File: src/rtl/addsub_pkg.sv
package addsub_pkg;
  // {carry, sum} of a single-bit full add
  function automatic logic [1:0] bit_add(input logic a, input logic b, input logic c);
    bit_add = {(a & b) | (a & c) | (b & c), a ^ b ^ c};
  endfunction

  // pick the precomputed pair that matches the carry seen on a chain
  function automatic logic [1:0] pick_pair(input logic c, input logic [1:0] if0,
                                           input logic [1:0] if1);
    pick_pair = c ? if1 : if0;
  endfunction
endpackage

File: src/rtl/addsub_cell.sv
module addsub_cell
  import addsub_pkg::*;
(
  input  logic a_bit,
  input  logic b_bit,
  input  logic active,
  input  logic cin_lo,   // carry on the chain that assumes group carry 0
  input  logic cin_hi,   // carry on the chain that assumes group carry 1
  output logic sum_lo,
  output logic sum_hi,
  output logic cout_lo,
  output logic cout_hi
);
  logic [1:0] pre0, pre1, sel_lo, sel_hi;

  always_comb begin
    pre0   = bit_add(a_bit, b_bit, 1'b0);
    pre1   = bit_add(a_bit, b_bit, 1'b1);
    sel_lo = pick_pair(cin_lo, pre0, pre1);
    sel_hi = pick_pair(cin_hi, pre0, pre1);
    if (active) begin
      {cout_lo, sum_lo} = sel_lo;
      {cout_hi, sum_hi} = sel_hi;
    end else begin
      sum_lo  = b_bit;
      sum_hi  = b_bit;
      cout_lo = cin_lo;
      cout_hi = cin_hi;
    end
  end
endmodule

File: src/rtl/addsub_group.sv
module addsub_group #(
  parameter int CELLS = 5
) (
  input  logic [CELLS-1:0] a_vec,
  input  logic [CELLS-1:0] b_vec,
  input  logic [CELLS-1:0] act_vec,
  input  logic             grp_c,
  output logic [CELLS-1:0] sum_vec,
  output logic             grp_co,
  output logic             top_cin   // carry entering the top cell
);
  logic [CELLS:0]   c_lo, c_hi;
  logic [CELLS-1:0] s_lo, s_hi;

  assign c_lo[0] = 1'b0;
  assign c_hi[0] = 1'b1;

  for (genvar i = 0; i < CELLS; i++) begin : g_cell
    addsub_cell u_cell (
      .a_bit  (a_vec[i]),
      .b_bit  (b_vec[i]),
      .active (act_vec[i]),
      .cin_lo (c_lo[i]),
      .cin_hi (c_hi[i]),
      .sum_lo (s_lo[i]),
      .sum_hi (s_hi[i]),
      .cout_lo(c_lo[i+1]),
      .cout_hi(c_hi[i+1])
    );
  end

  // carry-select point at the top of the group
  assign sum_vec = grp_c ? s_hi : s_lo;
  assign grp_co  = grp_c ? c_hi[CELLS] : c_lo[CELLS];
  assign top_cin = grp_c ? c_hi[CELLS-1] : c_lo[CELLS-1];
endmodule

File: src/rtl/addsub_slice.sv
module addsub_slice #(
  parameter int CELLS_PER_GROUP = 5,
  parameter int GROUPS          = 2,
  parameter int IDX_W           = 4
) (
  input  logic                                clk,
  input  logic                                rst_n,
  input  logic [CELLS_PER_GROUP*GROUPS-1:0]   op_a,
  input  logic [CELLS_PER_GROUP*GROUPS-1:0]   op_b,
  input  logic                                sub_en,
  input  logic                                grp_cin,
  input  logic [IDX_W-1:0]                    start_idx,
  output logic [CELLS_PER_GROUP*GROUPS-1:0]   sum_q,
  output logic                                cout_q,
  output logic                                ovf_q
);
  localparam int W = CELLS_PER_GROUP * GROUPS;

  // named internal events
  logic             eff_cin;
  logic [W-1:0]     a_x;
  logic [W-1:0]     act;
  logic [W-1:0]     sum_w;
  logic [GROUPS:0]  gcar;
  logic [GROUPS-1:0] gtop;
  logic             msb_cin_w;
  logic             ovf_w;

  assign eff_cin = sub_en | grp_cin;
  assign a_x     = op_a ^ {W{sub_en}};

  for (genvar i = 0; i < W; i++) begin : g_act
    assign act[i] = (32'(start_idx) <= i);
  end

  assign gcar[0] = eff_cin;

  for (genvar g = 0; g < GROUPS; g++) begin : g_grp
    addsub_group #(.CELLS(CELLS_PER_GROUP)) u_grp (
      .a_vec  (a_x[g*CELLS_PER_GROUP +: CELLS_PER_GROUP]),
      .b_vec  (op_b[g*CELLS_PER_GROUP +: CELLS_PER_GROUP]),
      .act_vec(act[g*CELLS_PER_GROUP +: CELLS_PER_GROUP]),
      .grp_c  (gcar[g]),
      .sum_vec(sum_w[g*CELLS_PER_GROUP +: CELLS_PER_GROUP]),
      .grp_co (gcar[g+1]),
      .top_cin(gtop[g])
    );
  end

  assign msb_cin_w = gtop[GROUPS-1];
  assign ovf_w     = act[W-1] & (msb_cin_w ^ gcar[GROUPS]);

  always_ff @(posedge clk or negedge rst_n) begin
    if (!rst_n) begin
      sum_q  <= '0;
      cout_q <= 1'b0;
      ovf_q  <= 1'b0;
    end else begin
      sum_q  <= sum_w;
      cout_q <= gcar[GROUPS];
      ovf_q  <= ovf_w;
    end
  end
endmodule

File: config.mk
export PLATFORM = sky130hd
export DESIGN_NAME = addsub_slice
export DESIGN_NICKNAME = d
export VERILOG_FILES = /design/src/rtl/addsub_pkg.sv /design/src/rtl/addsub_cell.sv /design/src/rtl/addsub_group.sv /design/src/rtl/addsub_slice.sv
export SDC_FILE = /design/constraint.sdc
export NUM_CORES = 1
export LEC_CHECK = 0
export ABC_CLOCK_PERIOD_IN_PS = 800
export BUFFER_PORTS_ARGS = -buffer_cell sky130_fd_sc_hd__clkbuf_2
export CAP_MARGIN = 10
export CORE_MARGIN = 2
export CORE_UTILIZATION = 54
export DETAILED_ROUTE_END_ITERATION = 8
export GPL_TIMING_DRIVEN = 0
export PLACE_DENSITY = 0.89
export SETUP_SLACK_MARGIN = 0.15
export SKIP_CTS_REPAIR_TIMING = 1
export SYNTH_ARGS = -nofsm -noshare
export SYNTH_HDL_FRONTEND = slang
export SYNTH_SLANG_ARGS = --single-unit
File: constraint.sdc
create_clock -name clk -period 0.8 [get_ports clk]
set_input_delay 0.04 -clock clk [delete_from_list [all_inputs] [get_ports clk]]
set_output_delay 0.04 -clock clk [all_outputs]
set_load 0.02 [all_outputs]
* Word-level counts from Yosys, hierarchy flattened
Cells that the tools add are included.
Operators by class: $lt $le $gt $ge 10, bitwise operators 54, mux-type cells 61
Operator list (number):
- 2-to-1 mux 1 bit | 43
- 2-to-1 mux 2 bit | 16
- bitwise OR 1 bit | 21
- <= comparator 4 x 3 -> 1 bit (second input constant) | 4
- bitwise AND 1 bit | 11
- bitwise XOR 1 bit | 11
- 2-to-1 mux 5 bit | 2
- NOT 1 bit | 10
- bitwise XOR 10 bit | 1
- <= comparator 4 x 1 -> 1 bit (second input constant) | 2
- <= comparator 4 x 2 -> 1 bit (second input constant) | 2
- <= comparator 4 bit (second input constant) | 2
Storage, ports and cells: bits of input ports 28, register bits after elaboration 12, output and inout port bits 12, word-level logic and storage cells 128

* Depth between registers and ports, before layout
Gate-level depths: netlist (run 1).
depth after elaboration 17, mapped depth 14, mapped depth without buffers 12

* By module
From an unflattened synthesis (run 1), not the netlist that was laid out.
Unflattened totals: cells, all modules 189, area total of the unflattened synthesis 1614.0 sq um
By module, submodules not included:
- addsub_cell | instances 10, area an instance 86.3 sq um, cells each 13, seq. area each 0.0 sq um
- addsub_slice | instances 1, area an instance 503.0 sq um, cells each 39, seq. area each 300.3 sq um
- addsub_group | instances 2, area an instance 123.9 sq um, cells each 10, seq. area each 0.0 sq um

* Worst setup path after synthesis (run 1)
OpenSTA, ideal clock, no wires.
kind in2reg, start point input sub_en, end point register ovf_q, setup time 0.079 ns, buffers on the path 1, stages on the path 13, required time 0.721 ns, setup slack -2.492 ns, data arrival time 3.213 ns, cells stage by stage clkbuf_1 xor2_1 inv_1 ha_1 or4b_1 o2111ai_2 a21oi_1 mux2i_1 a221o_1 or4_1 a21boi_2 or3_4 mux2i_1
Between the ends: cells in the longest elaborated chain, start to end 17, elaborated cells on any way between the ends 73, those cells by class mux (39); bitwise (34)
RTL lines:
- from (decl) | RTL line addsub_slice.sv:10 | input logic sub_en,
- bitwise XOR 10 bit | RTL line addsub_slice.sv:30 | assign a_x = op_a ^ {W{sub_en}};
- bitwise AND 1 bit | RTL line addsub_pkg.sv:4 | bit_add = {(a & b) | (a & c) | (b & c), a ^ b ^ c};
- bitwise OR 1 bit (2 in a row) | RTL line addsub_pkg.sv:4
- 2-to-1 mux 1 bit | RTL line addsub_cell.sv:21 | if (active) begin
- 2-to-1 mux 2 bit | RTL line addsub_pkg.sv:10 | pick_pair = c ? if1 : if0;
- 2-to-1 mux 1 bit | RTL line addsub_cell.sv:21
- 2-to-1 mux 2 bit | RTL line addsub_pkg.sv:10
- 2-to-1 mux 1 bit | RTL line addsub_cell.sv:21
- 2-to-1 mux 2 bit | RTL line addsub_pkg.sv:10
- 2-to-1 mux 1 bit | RTL line addsub_cell.sv:21
- 2-to-1 mux 2 bit | RTL line addsub_pkg.sv:10
- 2-to-1 mux 1 bit | RTL line addsub_cell.sv:21
- 2-to-1 mux 1 bit | RTL line addsub_group.sv:34 | assign grp_co = grp_c ? c_hi[CELLS] : c_lo[CELLS];
- 2-to-1 mux 1 bit (on tied branches) | RTL line addsub_group.sv:35, addsub_group.sv:34
- bitwise XOR 1 bit * | RTL line addsub_slice.sv:51 | assign ovf_w = act[W-1] & (msb_cin_w ^ gcar[GROUPS]);
- bitwise AND 1 bit * | RTL line addsub_slice.sv:51
- named net ovf_w | RTL line addsub_slice.sv:27 | logic ovf_w;
- to (signal assigned) | RTL line addsub_slice.sv:61 | ovf_q <= ovf_w;
- to (decl) | RTL line addsub_slice.sv:15 | output logic ovf_q
Mark *: on every way through the listed nets, which the timed path passes. The rest lies on a longest branch.

* Worst setup path in the final report (run 1)
start point input sub_en, end point register cout_q
Between the ends: cells in the longest elaborated chain, start to end 15, elaborated cells on any way between the ends 70, those cells by class mux (38); bitwise (32)
RTL lines:
- bitwise XOR 10 bit | RTL line addsub_slice.sv:30
- bitwise AND 1 bit | RTL line addsub_pkg.sv:4
- bitwise OR 1 bit (2 in a row) | RTL line addsub_pkg.sv:4
- 2-to-1 mux 1 bit | RTL line addsub_cell.sv:21
- 2-to-1 mux 2 bit | RTL line addsub_pkg.sv:10
- 2-to-1 mux 1 bit | RTL line addsub_cell.sv:21
- 2-to-1 mux 2 bit | RTL line addsub_pkg.sv:10
- 2-to-1 mux 1 bit | RTL line addsub_cell.sv:21
- 2-to-1 mux 2 bit | RTL line addsub_pkg.sv:10
- 2-to-1 mux 1 bit | RTL line addsub_cell.sv:21
- 2-to-1 mux 2 bit | RTL line addsub_pkg.sv:10
- 2-to-1 mux 1 bit | RTL line addsub_cell.sv:21
- 2-to-1 mux 1 bit | RTL line addsub_group.sv:34
- 2-to-1 mux 1 bit * | RTL line addsub_group.sv:34
- named net g_grp[1].u_grp.grp_co | RTL line addsub_group.sv:9 | output logic grp_co,
- to (signal assigned) | RTL line addsub_slice.sv:60 | cout_q <= gcar[GROUPS];
- to (decl) | RTL line addsub_slice.sv:14 | output logic cout_q,
Marked as above.

==> run summary, run 1 <==
Post-Route WL -> 4075 um
most numerous cell in the Yosys netlist -> inv_1
largest cells by area after synthesis -> dfrtp_1 (19%), ha_1 (16%), xor2_1 (8.4%)
width of the die -> 57.97 um
Crit Path Category -> input port to register
cts bufs inserted -> 3
htree depth -> 1
unique cell type count in the Yosys netlist -> 54
first-pass GRT wire length -> 5809 um
DP Wirelength -> 2703 um
CTS Buffer Depth -> 2
Worst Path Arrival -> 2.94 ns
port buffer count -> 39
FF+latch count, synth -> 12
Starting Density -> 57.03%
Setup WS post-layout -> -1.936 ns
Die Height -> 57.97 um
DP Area -> 1857 sq um
Hold Path Stages -> 3
clock root buffer -> clkbuf_4
hold slack -> -0.007076 ns
Final Hold Vio Count -> 2
Yosys top cell area share -> 19.09%
initial DRC count -> 91
Critical Path Fanout Max -> 7
RSZ-0062 raised after global routing -> yes
# rows -> 19
total power -> 2707 uW
failing checks -> hold timing, setup timing
Worst Hold Class -> input port to register
power per cell area -> 1236 nW/um^2
final worst-path cycle share -> 342.1%
vias in the first global route -> 1,382
final antenna-violating net count -> 0
synth cell count leaders -> inv_1 (25), ha_1 (20), nand2_1 (18), xor2_1 (15), nor2_1 (13)
asr flop ratio synth -> 100.0%
Critical Path Source Type -> input port
crit end category -> register
synthesized area -> 1573 sq um
max cap viols -> 0
Slew Limit Fails -> 0
syn avg cell area -> 7.903 sq um
Seq/Total Area, Yosys -> 19.09%
vias per cell -> 5.816
Net Count, Synth -> 247
I/O Pins -> 40
status -> complete, but fails checks
total grt overflow -> 0
fmax -> 365.4 MHz
DRT Pass-1 Iters -> 4
HP Start -> op_b[3]
Setup TNS -> -16.18 ns
layout cells sized above 1 -> 33.47%
ys flop type -> dfrtp_1
YS warnings -> 0
worst vdd ir -> 1349 uV
diodes inserted -> 0
Pleak -> 0.001055 uW
drt wl/cell -> 14.45 um
Worst slew margin -> 65.35%
Nets -> 300
CTS tree -> done
GP Congestion -> 0.8565
WP data required -> 1.00 ns
worst slew pin tran -> 0.5197 ns
fin crit period -> 2.736 ns
core area -> 2758 sq um
Hold Path Sink -> sum_q[3]
Post-synth EDFFs -> 0
pin count of the biggest net entering global routing -> 13
cell count after synthesis -> 199
Final Core Density -> 79.45%
final setup fails -> 24
DRC -> 0
clock sink count -> 12
initial antenna violation count -> 0
clk slew on worst S/H paths -> 0.09 ns
Vias -> 1,640
Synth area leader -> dfrtp_1
Die Area -> 3360 sq um
GRT Total Usage -> 21.96%
Finished Cell Area -> 2191 sq um
area grow syn2layout -> 39.30%
-- cell usage in the layout (no fill, tap or decap), types with 3 or more instances in the layout --
master    instances
nand2b_1          3
xnor2_1           3
nor3b_2           3
a21oi_1           7
nor2_1           12
inv_1            23
clkbuf_4          4
o22ai_1           3
nand2_1          18
mux2i_1           5
clkbuf_1          3
ha_1             16
xor2_1           12
dfrtp_1          12
buf_4             7
clkbuf_2         27
o21ai_0           6
buf_6            14
o21ai_1          10
-- cell type report --
class	instances	area, sq um
inverters	25	93.84
well taps	31	38.79
repair buffers	48	349.1
fillers	191	566.8
clock buffers	4	36.28
multi-input cells	155	1313
plain buffers	7	60.06
flip-flops and latches	12	300.3
-- cell families after synthesis --
| family | after synthesis | share of synthesized area (%) |
|---|---|---|
| AND/OR/NAND/NOR | 59 | 19.97 |
| AO/OA/AOI/OAI | 51 | 22.44 |
| buffers and inverters | 32 | 8.194 |
| adder cells (fa/ha/maj) | 20 | 15.91 |
| XOR/XNOR | 19 | 10.58 |
| flip-flops | 12 | 19.09 |
| multiplexers | 6 | 3.819 |
-- registers in the layout (all words and copies together) (netlist names) --
signal / count
sum_q: 10
cout_q: 1
ovf_q: 1
-- critical path, cell delays in order --
cell       delay (ns)
buf_6            0.10
clkbuf_16        0.16
xor2_4           0.15
inv_2            0.06
ha_4             0.16
or4b_4           0.49
o2111ai_4        0.11
nand4_1          0.11
a21boi_2         0.17
a221o_1          0.38
or2_1            0.26
buf_6            0.13
o21a_4           0.11
or3_4            0.34
mux2i_1          0.18
-- layer usage --
layer	GRT usage (%)	share of wire [%]	vias up
met5	0	0	-
met4	7.973	1.9	0
met3	5.134	6.5	12
met2	35.55	51	79
met1	28.57	41	758
li1	-	-	791
-- how the worst max path moves through the flow --
stage | startpoint | cells past startpoint | endpoint
after floorplan | sub_en | 14 | ovf_q
after global placement | sub_en | 15 | ovf_q
after detailed placement | sub_en | 14 | cout_q
after CTS | sub_en | 14 | cout_q
after global routing | sub_en | 15 | cout_q
final | sub_en | 15 | cout_q
-- power breakdown --
group	switching [uW]	internal [uW]
Sequential	42.6	692
Combinational	751	705
Clock	239	278
-- stage by stage --
stage / instances / worst slack, ns
2_1_floorplan: 199 / -2.052
3_3_place_gp: 269 / -2.322
3_5_place_dp: 269 / -2.396
4_1_cts: 273 / -2.116
5_1_grt: 282 / -1.994
6_report: 282 / -1.936
No activity file was read; power rests on OpenSTA's default activity.
==> inputs of run 2 (changes only) <==
Settings changed: ABC_CLOCK_PERIOD_IN_PS 800 to 2500, CORE_UTILIZATION 54 to 48, PLACE_DENSITY 0.89 to 0.84, SLEW_MARGIN set to 15.
Clock period 0.8 ns to 2.5 ns, I/O delays scaled along.
==> run 2 against run 1 <==
The run ends with setup timing left; sequential power down 69%; global-route usage down 1.9 points; utilization down 13 points; first-iteration DRC count down 48%; non-clock buffer count down 1; cell count up 4.3%; wire length down 9.4%; clock-buffer cell count unchanged; setup slack better by 1.6 ns; via count down 5.3%; hold slack better by 0.097 ns; clock power down 70%; critical path type unchanged.
==> run summary, run 2 (synthesized netlist as in run 1, its figures left out) <==
clk slew on worst S/H paths -> 0.08 ns
worst vdd ir -> 236.1 uV
vias per cell -> 5.282
largest register by flop count -> sum_q
cts bufs inserted -> 3
initial DRC count -> 47
top cell family by delay on the critical path -> simple AND/OR/NAND/NOR gates
GRT Total Usage -> 20.02%
Final Hold Vio Count -> 0
RSZ-0062 raised after global routing -> yes
DRT Pass-1 Iters -> 5
clock root buffer -> clkbuf_4
fin crit period -> 2.830 ns
Die Height -> 61.24 um
core area -> 3078 sq um
total grt overflow -> 0
hold slack -> 0.08979 ns
clock sink count -> 12
Post-Route WL -> 3690 um
status -> complete, but fails checks
commonest non-fill, non-tap cell in the layout -> clkbuf_2
Die Area -> 3750 sq um
drt wl/cell -> 12.55 um
met3 routed WL -> 221 um
Worst path most repeated cell -> buf_6
CP cell instances -> buf_6 -> clkbuf_16 -> xor2_4 -> inv_2 -> ha_4 -> or4b_4 -> o2111ai_4 -> nand4_1 -> a21boi_2 -> a221o_1 -> or2_1 -> buf_6 -> o21a_4 -> or3_4 -> mux2i_1
# rows -> 20
port buffer count -> 39
fill cell count -> 286
top flop regs -> sum_q: 10 flops, cout_q: 1 flops, ovf_q: 1 flops
I/O Pins -> 40
htree depth -> 1
final antenna-violating net count -> 0
Slew Limit Fails -> 0
initial antenna violation count -> 0
Slowest cell on crit path -> or4b_4
DP Wirelength -> 2784 um
worst slew pin tran -> 0.5355 ns
Worst path max stage delay -> 0.49 ns
diodes inserted -> 0
M1 wire length -> 1620 um
failing checks -> setup timing
Buf/Inv on CP -> 4
Setup WS post-layout -> -0.3295 ns
vias in the first global route -> 1,364
Worst slew margin -> 64.22%
final setup fails -> 7
area grow syn2layout -> 30.07%
CTS Buffer Depth -> 2
Vias -> 1,553
Crit Path Category -> input port to register
HP Start -> op_b[5]
DRC -> 0
pin count of the biggest net entering global routing -> 13
GP Congestion -> 0.7915
Final Core Density -> 66.46%
Worst Setup SP -> sub_en
DP Area -> 1873 sq um
Top Layer Used -> met4
width of the die -> 61.24 um
final worst-path cycle share -> 113.2%
first-pass GRT wire length -> 5616 um
max cap viols -> 0
crit end category -> register
WP data required -> 2.66 ns
fmax -> 353.4 MHz
Pleak -> 0.001010 uW
max reg flops -> 10
Critical Path Source Type -> input port
power per cell area -> 387.1 nW/um^2
highest-count cells in the layout ignoring fill and taps -> clkbuf_2 (39), inv_1 (24), nand2_1 (18), ha_1 (18)
met2 WL -> 1828 um
CTS tree -> done
Starting Density -> 51.10%
Finished Cell Area -> 2046 sq um
Critical Path Fanout Max -> 5
Nets -> 299
layout cells sized above 1 -> 28.40%
Worst Path Arrival -> 2.99 ns
Worst Hold Class -> input port to register
run 2: cell type report:
type / instances / area [sq um] / area share [%]
buffer: 7 / 56.30 / 2.752
clock buffer: 4 / 36.28 / 1.774
inverter: 25 / 93.84 / 4.587
multi-input combinational: 155 / 1240 / 60.61
sequential: 12 / 300.3 / 14.68
tap: 44 / 55.05 / 2.691
timing repair buffer: 47 / 264.0 / 12.91
run 2: routing by layer:
metal  global-route usage (%)  vias up
li1                         -      786
met1                    24.55      717
met2                    35.56       46
met3                    5.462        4
met4                    3.106        0
met5                        0        -
run 2: through the flow:
step | TNS (ns) | total power (uW) | cells | setup slack [ns]
floorplan | -1.895 | 503.4 | 199 | -0.4369
global placement | -3.835 | 596.9 | 282 | -0.7047
detailed placement | -4.077 | 608.1 | 282 | -0.7588
CTS | -2.235 | 769.7 | 286 | -0.5190
global route | -2.577 | 852.9 | 294 | -0.4515
finish | -1.716 | 792.0 | 294 | -0.3295
run 2: worst paths after layout:
check / end / cells past startpoint
max in group asynchronous: sum_q[2] / 2
min in group asynchronous: sum_q[3] / 2
min: sum_q[5] / 3
max: cout_q / 15
run 2: power by group:
group	internal, uW	switching (uW)	leakage [uW]
registers	221	8.15	0.000142
logic	180	227	0.000846
clock network	88.6	66.4	0.0000210
==> inputs of run 3 (changes only) <==
Settings changed: BUFFER_PORTS_ARGS -buffer_cell sky130_fd_sc_hd__clkbuf_2 to not set, CORE_UTILIZATION 48 to 58, DONT_BUFFER_PORTS set to 1, HOLD_SLACK_MARGIN set to 0.08.
==> run 3 against run 2 <==
The run still ends with setup timing left; hold slack gained 0.067 ns; wire length up 8.9%; global-route usage up 3.5 points; setup slack better by 0.028 ns; sequential share of layout area grew 0.70 points; cell area decreased by 4.5%; sequential cell count unchanged; first-iteration DRC count is 47% higher; critical path type unchanged; sequential power is 17% higher; utilization increased by 11 points; non-clock buffer count down 27; via count fell by 1.5%.
==> run summary, run 3 (synthesized netlist as in run 1, its figures left out) <==
status -> complete, but fails checks
failing checks -> setup timing
Worst slew margin -> 58.53%
Comb pwr share -> 44.0%
DRC -> 0
initial DRC count -> 69
DP Cell Count -> 229
Worst Path Arrival -> 3.00 ns
clk slew on worst S/H paths -> 0.07 ns
Critical Path Fanout Max -> 6
I/O Pins -> 40
CTS Buffer Depth -> 2
diodes inserted -> 0
sequential share of power -> 34.9%
Net Switching -> 294.7 uW
core area -> 2522 sq um
RSZ-0062 raised after global routing -> yes
commonest non-fill, non-tap cell in the layout -> inv_1
Nets -> 272
DP Wirelength -> 2875 um
GRT Total Usage -> 23.55%
met3 routed WL -> 278 um
initial antenna violation count -> 0
Post-Route WL -> 4018 um
Vias -> 1,530
cts bufs inserted -> 3
Top Layer Used -> met4
power per cell area -> 394.4 nW/um^2
fin cells -> 253
Net Sw Frac -> 38.26%
worst vdd ir -> 399.4 uV
register area -> 300.3 sq um
Crit Path Category -> input port to register
htree depth -> 1
worst slew pin tran -> 0.6201 ns
Pleak -> 0.0009042 uW
fmax -> 357.0 MHz
M1 wire length -> 1664 um
area grow syn2layout -> 24.18%
Worst Setup SP -> sub_en
port buffer count -> 0
clock group share of total power -> 21.2%
Die Area -> 3144 sq um
vias in the first global route -> 1,422
Int Power -> 475.6 uW
Final Core Density -> 77.43%
vias per cell -> 6.047
final antenna-violating net count -> 0
# rows -> 18
Final Hold Vio Count -> 0
clock sink count -> 12
Die Height -> 56.08 um
WP data required -> 2.70 ns
post-place setup slack -> -0.6877 ns
final setup fails -> 7
Slew Limit Fails -> 0
DRT Pass-1 Iters -> 4
fin crit period -> 2.801 ns
Worst Hold Class -> input port to register
CP Capture Point -> cout_q
Multi-input gate area -> 1245 sq um
max reg flops -> 10
first-pass GRT wire length -> 5878 um
total grt overflow -> 0
pin count of the biggest net entering global routing -> 13
layout cells sized above 1 -> 15.70%
top flop regs -> sum_q: 10 flops, cout_q: 1 flops, ovf_q: 1 flops
clock root buffer -> clkbuf_4
GP Congestion -> 0.9098
width of the die -> 56.08 um
crit end category -> register
max cap viols -> 0
hold slack -> 0.1568 ns
fill cell count -> 171
met2 WL -> 1987 um
highest-count cells in the layout ignoring fill and taps -> inv_1 (24), nand2_1 (18), ha_1 (18)
Critical Path Source Type -> input port
CTS tree -> done
Starting Density -> 62.35%
drt wl/cell -> 15.88 um
total power -> 770.4 uW
final worst-path cycle share -> 112.1%
largest register by flop count -> sum_q
Setup WS post-layout -> -0.3014 ns
==> run 3: changes by cell type in the layout (fill, tap and decap cells not counted), sizes merged <==
cell         before  now
dlygate4sd3       1   12
clkbuf           48   10
==> run 3: power groups by stage <==
stage	clock network [uW]	registers [uW]	logic [uW]
5_1_grt	180	272	371
3_5_place_dp	0	272	281
6_report	163	269	339
3_3_place_gp	0	273	266
2_1_floorplan	0	269	234
4_1_cts	168	269	282
==> run 3: how the worst min path moves through the flow <==
stage / start / end / slack, ns / cells after the start
after floorplan: rst_n / cout_q / -0.17 / 0
after detailed placement: rst_n / sum_q[1] / -0.17 / 0
after global routing: start_idx[2] / sum_q[4] / 0.15 / 3
final: start_idx[2] / sum_q[9] / 0.16 / 4
after CTS: rst_n / sum_q[3] / -0.49 / 0
after global placement: rst_n / sum_q[0] / -0.17 / 0
==> run 3: through the flow <==
step / area, sq um / setup TNS [ns]
final: 1953 / -1.546
after global routing: 1953 / -1.955
after CTS: 1697 / -1.502
after detailed placement: 1660 / -3.505
after global placement: 1660 / -3.069
after floorplan: 1623 / -1.895
==> run 3: routing by layer <==
| metal | global-route usage, % | up-vias |
|---|---|---|
| met2 | 40.00 | 73 |
| met1 | 25.07 | 714 |
| met4 | 12.59 | 0 |
| met3 | 8.837 | 12 |
| li1 | - | 731 |
| met5 | 0 | - |
==> run 3: final cells by class <==
| class | instances | area share, % |
|---|---|---|
| Buffer | 7 | 2.883 |
| Tap cell | 30 | 1.922 |
| Sequential cell | 12 | 15.37 |
| Clock buffer | 4 | 1.858 |
| Multi-Input combinational cell | 155 | 63.74 |
| Inverter | 25 | 4.805 |
| Timing Repair Buffer | 20 | 9.417 |
==> run 3: critical path, stage by stage <==
cell and delay, ns:
clkbuf_16 0.14, xor2_4 0.17, inv_2 0.06, ha_4 0.17, or4b_4 0.50, o2111ai_4 0.12
nand4_1 0.13, a21boi_2 0.18, a221o_1 0.39, or2_1 0.26, buf_6 0.13, o21a_4 0.11
or3_4 0.34, mux2i_1 0.18
